===== config.mk =====
export PLATFORM = sky130hd
export DESIGN_NAME = pls_decode_agu
export DESIGN_NICKNAME = d
export VERILOG_FILES = /design/src/rtl/pls_pkg.sv /design/src/rtl/pls_field_split.sv /design/src/rtl/pls_op_table.sv /design/src/rtl/pls_agu.sv /design/src/rtl/pls_decode_agu.sv
export SDC_FILE = /design/constraint.sdc
export NUM_CORES = 1
export LEC_CHECK = 0
export ABC_AREA = 1
export BUFFER_PORTS_ARGS = -buffer_cell sky130_fd_sc_hd__buf_2
export CORE_UTILIZATION = 40
export DETAILED_ROUTE_END_ITERATION = 8
export GPL_ROUTABILITY_DRIVEN = 0
export MAX_ROUTING_LAYER = met4
export SETUP_SLACK_MARGIN = 0.02
export SLEW_MARGIN = 20
export SYNTH_ARGS = -nofsm -noshare
export SYNTH_HDL_FRONTEND = slang
export SYNTH_SLANG_ARGS = --single-unit

===== constraint.sdc =====
create_clock -name clk -period 4.59 [get_ports clk]
set_clock_uncertainty 0.05 [all_clocks]
set_input_delay 0.2295 -clock clk [delete_from_list [all_inputs] [get_ports clk]]
set_output_delay 0.2295 -clock clk [all_outputs]
set_load 0.05 [all_outputs]

===== src/rtl/pls_pkg.sv =====
package pls_pkg;

  localparam int unsigned WORD_W   = 32;
  localparam int unsigned REG_W    = 5;
  localparam int unsigned OPC_W    = 6;
  localparam int unsigned SIZE_W   = 5;
  localparam int unsigned DHI_W    = 18;
  localparam int unsigned DLO_W    = 16;
  localparam int unsigned DISP_W   = DHI_W + DLO_W;
  localparam logic [OPC_W-1:0] PFX_PRIMARY = 6'd1;

  typedef enum logic [1:0] {
    PK_EIGHT_LS = 2'b00,
    PK_RR_A     = 2'b01,
    PK_MOD_LS   = 2'b10,
    PK_RR_B     = 2'b11
  } pfx_kind_e;

  typedef struct packed {
    logic              hit;
    logic              store;
    logic [SIZE_W-1:0] size;
    logic              sext;
  } lsop_t;

  localparam lsop_t LSOP_NONE = '{hit: 1'b0, store: 1'b0, size: '0, sext: 1'b0};

endpackage


===== src/rtl/pls_field_split.sv =====
module pls_field_split
  import pls_pkg::*;
(
  input  logic [WORD_W-1:0] pfx,
  input  logic [WORD_W-1:0] sfx,
  output logic [OPC_W-1:0]  prim_opc,
  output pfx_kind_e         kind,
  output logic              rel,
  output logic [OPC_W-1:0]  sub_opc,
  output logic [REG_W-1:0]  rt,
  output logic [REG_W-1:0]  ra,
  output logic [DISP_W-1:0] disp
);

  localparam int unsigned OPC_LSB  = WORD_W - OPC_W;
  localparam int unsigned KIND_LSB = OPC_LSB - 2;
  localparam int unsigned REL_BIT  = 20;
  localparam int unsigned RT_LSB   = OPC_LSB - REG_W;
  localparam int unsigned RA_LSB   = RT_LSB - REG_W;

  assign prim_opc = pfx[WORD_W-1:OPC_LSB];
  assign kind     = pfx_kind_e'(pfx[KIND_LSB+1:KIND_LSB]);
  assign rel      = pfx[REL_BIT];
  assign sub_opc  = sfx[WORD_W-1:OPC_LSB];
  assign rt       = sfx[RT_LSB+REG_W-1:RT_LSB];
  assign ra       = sfx[RA_LSB+REG_W-1:RA_LSB];
  assign disp     = {pfx[DHI_W-1:0], sfx[DLO_W-1:0]};

  logic unused_pfx_bits;
  assign unused_pfx_bits = ^{pfx[KIND_LSB-1:REL_BIT+1], pfx[REL_BIT-1:DHI_W]};

endmodule


===== src/rtl/pls_op_table.sv =====
module pls_op_table
  import pls_pkg::*;
(
  input  pfx_kind_e        kind,
  input  logic [OPC_W-1:0] sub_opc,
  output lsop_t            op
);

  function automatic lsop_t mk(input logic st, input int unsigned bytes, input logic sx);
    lsop_t r;
    r.hit   = 1'b1;
    r.store = st;
    r.size  = SIZE_W'(bytes);
    r.sext  = sx;
    return r;
  endfunction

  lsop_t eight_op;
  lsop_t mod_op;

  always_comb begin
    case (sub_opc)
      6'd41:   eight_op = mk(1'b0, 4,  1'b1);
      6'd56:   eight_op = mk(1'b0, 16, 1'b0);
      6'd57:   eight_op = mk(1'b0, 8,  1'b0);
      6'd60:   eight_op = mk(1'b1, 16, 1'b0);
      6'd61:   eight_op = mk(1'b1, 8,  1'b0);
      default: eight_op = LSOP_NONE;
    endcase
  end

  always_comb begin
    case (sub_opc)
      6'd32:   mod_op = mk(1'b0, 4, 1'b0);
      6'd34:   mod_op = mk(1'b0, 1, 1'b0);
      6'd36:   mod_op = mk(1'b1, 4, 1'b0);
      6'd38:   mod_op = mk(1'b1, 1, 1'b0);
      6'd40:   mod_op = mk(1'b0, 2, 1'b0);
      6'd42:   mod_op = mk(1'b0, 2, 1'b1);
      6'd44:   mod_op = mk(1'b1, 2, 1'b0);
      default: mod_op = LSOP_NONE;
    endcase
  end

  always_comb begin
    case (kind)
      PK_EIGHT_LS: op = eight_op;
      PK_MOD_LS:   op = mod_op;
      default:     op = LSOP_NONE;
    endcase
  end

endmodule


===== src/rtl/pls_agu.sv =====
module pls_agu
  import pls_pkg::*;
#(
  parameter int unsigned ADDR_W = 64
) (
  input  logic              rel,
  input  logic [REG_W-1:0]  ra,
  input  logic [ADDR_W-1:0] base,
  input  logic [ADDR_W-1:0] pc,
  input  logic [DISP_W-1:0] disp,
  output logic              form_ok,
  output logic [ADDR_W-1:0] ea
);

  localparam int unsigned EXT_W = ADDR_W - DISP_W;

  logic              ra_zero;
  logic [ADDR_W-1:0] disp_x;
  logic [ADDR_W-1:0] addend;

  assign ra_zero = (ra == '0);
  assign disp_x  = {{EXT_W{disp[DISP_W-1]}}, disp};
  assign form_ok = !(rel && !ra_zero);

  always_comb begin
    if (rel)
      addend = pc;
    else if (!ra_zero)
      addend = base;
    else
      addend = '0;
  end

  assign ea = addend + disp_x;

endmodule


===== src/rtl/pls_decode_agu.sv =====
module pls_decode_agu
  import pls_pkg::*;
#(
  parameter int unsigned ADDR_W = 64
) (
  input  logic                 clk,
  input  logic                 rst,
  input  logic                 in_vld,
  input  logic [WORD_W-1:0]    pfx_word,
  input  logic [WORD_W-1:0]    sfx_word,
  input  logic [ADDR_W-1:0]    insn_addr,
  input  logic [ADDR_W-1:0]    base_val,
  output logic                 out_vld,
  output logic                 out_hit,
  output logic                 out_store,
  output logic [SIZE_W-1:0]    out_size,
  output logic                 out_sext,
  output logic [REG_W-1:0]     out_rt,
  output logic [REG_W-1:0]     out_ra,
  output logic [ADDR_W-1:0]    out_ea
);

  logic [OPC_W-1:0]  prim_opc;
  pfx_kind_e         kind;
  logic              rel;
  logic [OPC_W-1:0]  sub_opc;
  logic [REG_W-1:0]  rt;
  logic [REG_W-1:0]  ra;
  logic [DISP_W-1:0] disp;
  lsop_t             op;
  logic              form_ok;
  logic [ADDR_W-1:0] ea;
  logic              hit_d;

  pls_field_split u_split (
    .pfx      (pfx_word),
    .sfx      (sfx_word),
    .prim_opc (prim_opc),
    .kind     (kind),
    .rel      (rel),
    .sub_opc  (sub_opc),
    .rt       (rt),
    .ra       (ra),
    .disp     (disp)
  );

  pls_op_table u_table (
    .kind    (kind),
    .sub_opc (sub_opc),
    .op      (op)
  );

  pls_agu #(.ADDR_W(ADDR_W)) u_agu (
    .rel     (rel),
    .ra      (ra),
    .base    (base_val),
    .pc      (insn_addr),
    .disp    (disp),
    .form_ok (form_ok),
    .ea      (ea)
  );

  assign hit_d = (prim_opc == PFX_PRIMARY) && op.hit && form_ok;

  always_ff @(posedge clk) begin
    if (rst) begin
      out_vld   <= 1'b0;
      out_hit   <= 1'b0;
      out_store <= 1'b0;
      out_size  <= '0;
      out_sext  <= 1'b0;
      out_rt    <= '0;
      out_ra    <= '0;
      out_ea    <= '0;
    end else begin
      out_vld <= in_vld;
      if (in_vld) begin
        out_hit   <= hit_d;
        out_store <= hit_d & op.store;
        out_size  <= hit_d ? op.size : '0;
        out_sext  <= hit_d & op.sext;
        out_rt    <= hit_d ? rt : '0;
        out_ra    <= hit_d ? ra : '0;
        out_ea    <= hit_d ? ea : '0;
      end
    end
  end

endmodule


# Word-level counts from Yosys, hierarchy flattened
# Index checks and enable logic that the tools add are counted.
classes:
  n_reduce_logical: 7
  muxes: 9
  bitwise: 2
  eq_ne: 14
  addsub: 1
op_table:
  columns: ["op", "count"]
  rows:
  - ["$mux 64", 3]
  - ["$eq 6x6->1 const B", 12]
  - ["$add 64x64->64", 1]
  - ["$pmux 8 s7", 1]
  - ["$pmux 8 s5", 1]
  - ["$pmux 8 s2", 1]
  - ["$mux 5", 3]
  - ["$eq 6x1->1 const B", 1]
  - ["$logic_not 5->1", 1]
  - ["$logic_and 1x1->1", 3]
  - ["$and 1x1->1", 2]
  - ["$eq 2x2->1 const B", 1]
  - ["$logic_not 1->1", 2]
  - ["$logic_not 2->1", 1]
totals:
  out_inout_bits: 83
  inputBits: 195
  regBits: 83
  word_cells: 41

# Depth between registers and ports, before layout
depth:
  word_depth: 6
  depth_mapped: 22

# Cells and area by module
# Synthesis repeated with hierarchy kept, for this count alone.
unflattened:
  cells_unflattened: 1996
  area_unflattened_um2: 10956.8
modules_own_cells:
  columns: ["module", "cells_per_inst", "seq_area_each_um2", "area_per_inst_um2", "n_inst"]
  rows:
  - ["pls_agu", 1517, 0.0, 7020.5, 1]
  - ["pls_decode_agu", 380, 1661.6, 3291.9, 1]
  - ["pls_field_split", 59, 0.0, 442.9, 1]
  - ["pls_op_table", 40, 0.0, 201.4, 1]

# Worst setup path after synthesis
# No wires, ideal clock.
synth_path:
  kind: "input to register"
  startpoint: "input sfx_word[16]"
  endpoint: "register out_ea[30]"
  required_ns: 4.408
  setup_time_ns: 0.132
  setup_slack_ns: 1.781
  n_path_buf: 2
  stages: 19
  arrival_ns: 2.626
  path_cell_list: "nor3_1 nand2_1 clkbuf_1 clkbuf_1 nand3_1 nand2_1 ha_1 fa_1 nand3_1 nand3_1 nand2_1 nand2_1 nand2_1 nand2_1 nand2_1 nand2_1 or2_2 nand3_1 a21oi_1"
synth_via:
  elab_chain_cells: 6
  word_cells_on_any_way: 9
  cone_classes: "add/sub: 1; mux: 3; reduce/logical: 5"
synth_rtl:
  columns: ["item", "line_no", "rtl"]
  rows:
  - ["from (decl)", "pls_decode_agu.sv:10", "input logic [WORD_W-1:0] sfx_word,"]
  - ["$logic_not 5->1 (*)", "pls_agu.sv:21", "assign ra_zero = (ra == '0);"]
  - ["branches (longest 4 deep; another with $add 64x64->64)", null, null]
  - ["$mux 64 (*)", "pls_decode_agu.sv:84", "out_ea <= hit_d ? ea : '0;"]
  - ["to (signal assigned)", "pls_decode_agu.sv:84", null]
  - ["to (decl)", "pls_decode_agu.sv:20", "output logic [ADDR_W-1:0] out_ea"]
# Every way passes the cells marked *.
# A chain may end at the register's enable or synchronous reset.

# Final worst setup path
layout_path:
  startpoint: "input pfx_word[20]"
  endpoint: "register out_ea[30]"
layout_via:
  elab_chain_cells: 4
  word_cells_on_any_way: 6
  cone_classes: "add/sub: 1; mux: 2; reduce/logical: 3"
layout_rtl:
  columns: ["item", "line_no", "rtl"]
  rows:
  - ["from (decl)", "pls_decode_agu.sv:9", "input logic [WORD_W-1:0] pfx_word,"]
  - ["branches (longest 3 deep; another with $add 64x64->64)", null, null]
  - ["$mux 64 (*)", "pls_decode_agu.sv:84", null]
# Marked as above.

==> impl_metrics.env <==
export IMPL_ys_seq_area_share_pct=17.0
export IMPL_p_leak_nw=7.08
export IMPL_die_w_um=158
export IMPL_p_seq_share_pct=28.6
export IMPL_rsz0062_at_grt="false"
export IMPL_io_pin_count=278
export IMPL_syn_nets=2156
export IMPL_htreeDepth=3
export IMPL_wl_per_cell_um=13.8
export IMPL_yosys_area_top_type_share_pct=32.8
export IMPL_synth_edf_count=0
export IMPL_path_class="input pin to flip-flop"
export IMPL_async_reset_ff_share_pct=0
export IMPL_holdWs_ps=90.4
export IMPL_maxCapViolations=0
export IMPL_drtPass1Iterations=8
export IMPL_period_minus_slack_ps=3190
export IMPL_antenna_found_initial=0
export IMPL_root_buffer="clkbuf_16"
export IMPL_crit_arrival_ps=3320
export IMPL_yosys_warnings=0
export IMPL_cellPowerDensity_nw_per_um2=216
export IMPL_fillCellCount=2754
export IMPL_clkTransAtPathRegs_ps=70
export IMPL_status="complete, no violations"
export IMPL_drv_slew=0
export IMPL_synth_common_cells="851 x nand2_1, 321 x inv_1, 174 x nand3_1"
export IMPL_grt_pass1_wl_mm=52.3
export IMPL_ir_worst_vdd_v=0.000145
export IMPL_gr_total_overflow=0
export IMPL_syn_to_final_growth_pct=19.8
export IMPL_hold_depth=3
export IMPL_grt_usage_pct=27.9
export IMPL_p_int_mw=1.47
export IMPL_grt_max_degree=84
export IMPL_ff2ff_path_depth=2
export IMPL_synth_area_leaders="nand2_1 33%, dfxtp_1 17%, inv_1 12%, ha_1 9.9%, nand3_1 8.9%"
export IMPL_drive_above_1_share_pct=15.2
export IMPL_max_clock_freq_mhz=314
export IMPL_detail_route_iter0_violations=641
export IMPL_syn_area_um2=9750
export IMPL_worst_pin_slew_ps=879
export IMPL_nNetsFinal=2402
export IMPL_endpoint_kind="flip-flop"
export IMPL_postRouteAntennaNets=0
export IMPL_clock_path_buffers=2
export IMPL_post_synth_top_count_cell="nand2_1"
export IMPL_die_h_um=158
export IMPL_core_um2=23700
export IMPL_clock_latency_ps=330
export IMPL_utilization_pct=49.3
export IMPL_min_path_type="input pin to flip-flop"
export IMPL_cts_num_sinks=83
export IMPL_ys_types=29
export IMPL_synth_area_per_cell_um2=5.18
export IMPL_finalHoldViolations=0
export IMPL_numCtsBuffers=9
export IMPL_yosys_area_top_type="nand2_1"
export IMPL_start_util_pct=41.2
export IMPL_grt_pass1_vias=10300
export IMPL_finalSetupViolations=0
export IMPL_diodes=0
export IMPL_vias=11700
export IMPL_cts_hold_buffers=0
export IMPL_synth_seq_cells=83
export IMPL_start_kind="input pin"
export IMPL_comb_power_share_pct=43.8
export IMPL_dieArea_um2=25000
export IMPL_synthesis_instances=1883
export IMPL_required_ps=4730
export IMPL_synth_flop_cell="dfxtp_1"
export IMPL_finalCritPeriodShare_pct=69.5
export IMPL_slew_limit_headroom_pct=41.4
export IMPL_via_per_inst=4.78
export IMPL_drc_errors=0
export IMPL_crit_fanout=31
export IMPL_routed_wirelength_mm=33.9
export IMPL_finalSetupTns_ps=0
export IMPL_p_switching_mw=1.05
export IMPL_layout_cells_non_filler=2453
export IMPL_finalPower_mw=2.52
export IMPL_post_cts_resized=0
export IMPL_post_cts_setup_buffers=0
export IMPL_swShare_pct=41.6
export IMPL_dp_hpwl_mm=28.7
export IMPL_port_buffers=272
export IMPL_rows=56
export IMPL_cts_tree="built"
export IMPL_placed_cells=2437
export IMPL_p_clk_share_pct=27.6
-- final timing paths --
kind / start / end / slack, ps
worst min-delay path: sfx_word[22] / out_rt[1]$_SDFFE_PP0P_ / 90
worst max register to register: out_ea[20]$_SDFFE_PP0P_ / out_ea[20]$_SDFFE_PP0P_ / 3840
worst max-delay path: pfx_word[20] / out_ea[30]$_SDFFE_PP0P_ / 1400
worst min register to register: out_ea[16]$_SDFFE_PP0P_ / out_ea[16]$_SDFFE_PP0P_ / 410
-- critical path: stages --
cell and delay, ps:
buf_2 230, inv_2 270, buf_4 300, nand3_1 110, nand2_1 130, ha_1 250, fa_1 440, nand3_1 110
nand3_1 160, nand2_1 100, nand2_1 130, nand2_1 100, nand2_1 90, nand2_1 70, nand2_1 120, or2_2 300
nand3_1 80, a21oi_1 70
-- power by group through the flow --
stage | Sequential (mW) | Clock [mW] | Combinational (mW)
after floorplan | 0.739 | 0 | 0.736
after global placement | 0.737 | 0 | 1.08
after detailed placement | 0.737 | 0 | 1.08
after CTS | 0.720 | 0.716 | 1.09
after global routing | 0.720 | 0.750 | 1.24
final | 0.720 | 0.696 | 1.10
-- final cells by class --
type	instances	area, um2	area share [%]
clock buffer	9	225	1.93
clock inverter	7	58.8	0.503
inverter	327	1230	10.5
multi-input combinational	1427	6680	57.2
sequential	83	1660	14.2
tap	319	399	3.42
timing repair buffer	281	1430	12.2
-- routing by layer --
| layer | global-route usage (%) | up-vias | part of all wire, % |
|---|---|---|---|
| met5 | - | - | 0 |
| met4 | 5.91 | 0 | 1.3 |
| met3 | 2.49 | 24 | 7.1 |
| met2 | 43.2 | 411 | 42 |
| met1 | 39.2 | 5052 | 50 |
| li1 | - | 6235 | - |
-- cell usage in the layout, fill, tap and decap left out --
| cell type | n |
|---|---|
| nor2_1 | 123 |
| nand2_1 | 850 |
| nor2_4 | 1 |
| o21ai_0 | 4 |
| o21bai_1 | 2 |
| inv_6 | 3 |
| nor4_1 | 5 |
| nand3b_1 | 5 |
| nor2_2 | 1 |
| and2_1 | 2 |
| a41oi_4 | 1 |
| clkinv_2 | 1 |
| inv_1 | 320 |
| buf_2 | 272 |
| clkinvlp_4 | 1 |
| nand3_1 | 174 |
| nor3_1 | 12 |
| inv_2 | 7 |
| a2111oi_0 | 1 |
| clkinv_4 | 1 |
| a21boi_0 | 1 |
| buf_4 | 9 |
| inv_8 | 1 |
| a21oi_1 | 121 |
| or2_2 | 16 |
| xor2_1 | 16 |
| clkbuf_16 | 9 |
| dfxtp_1 | 83 |
| fa_1 | 1 |
| o211ai_1 | 1 |
| nand2_2 | 1 |
| nand4_1 | 12 |
| ha_1 | 77 |
-- flip-flops by register name, summed over array words and instances, names as in the netlist --
signal / cells
out_store: 1
out_ea: 64
out_vld: 1
out_hit: 1
out_sext: 1
out_ra: 5
out_rt: 5
out_size: 5
-- per-stage QoR --
stage	instance area (um2)	setup slack, ps
floorplan	9750	1780
detailed placement	11400	1060
global placement	11400	1060
CTS	11700	1380
finish	11700	1400
global route	11700	1100
-- logic make-up after synthesis --
family | count (synthesis) | synth area share, %
AND/OR/NAND/NOR | 1202 | 49.9
buffers and inverters | 373 | 14.6
AO/OA/AOI/OAI | 131 | 6.98
flip-flops | 83 | 17.0
adder cells (fa/ha/maj) | 78 | 10.1
XOR/XNOR | 16 | 1.44
Power figures use the tool's default switching activity.
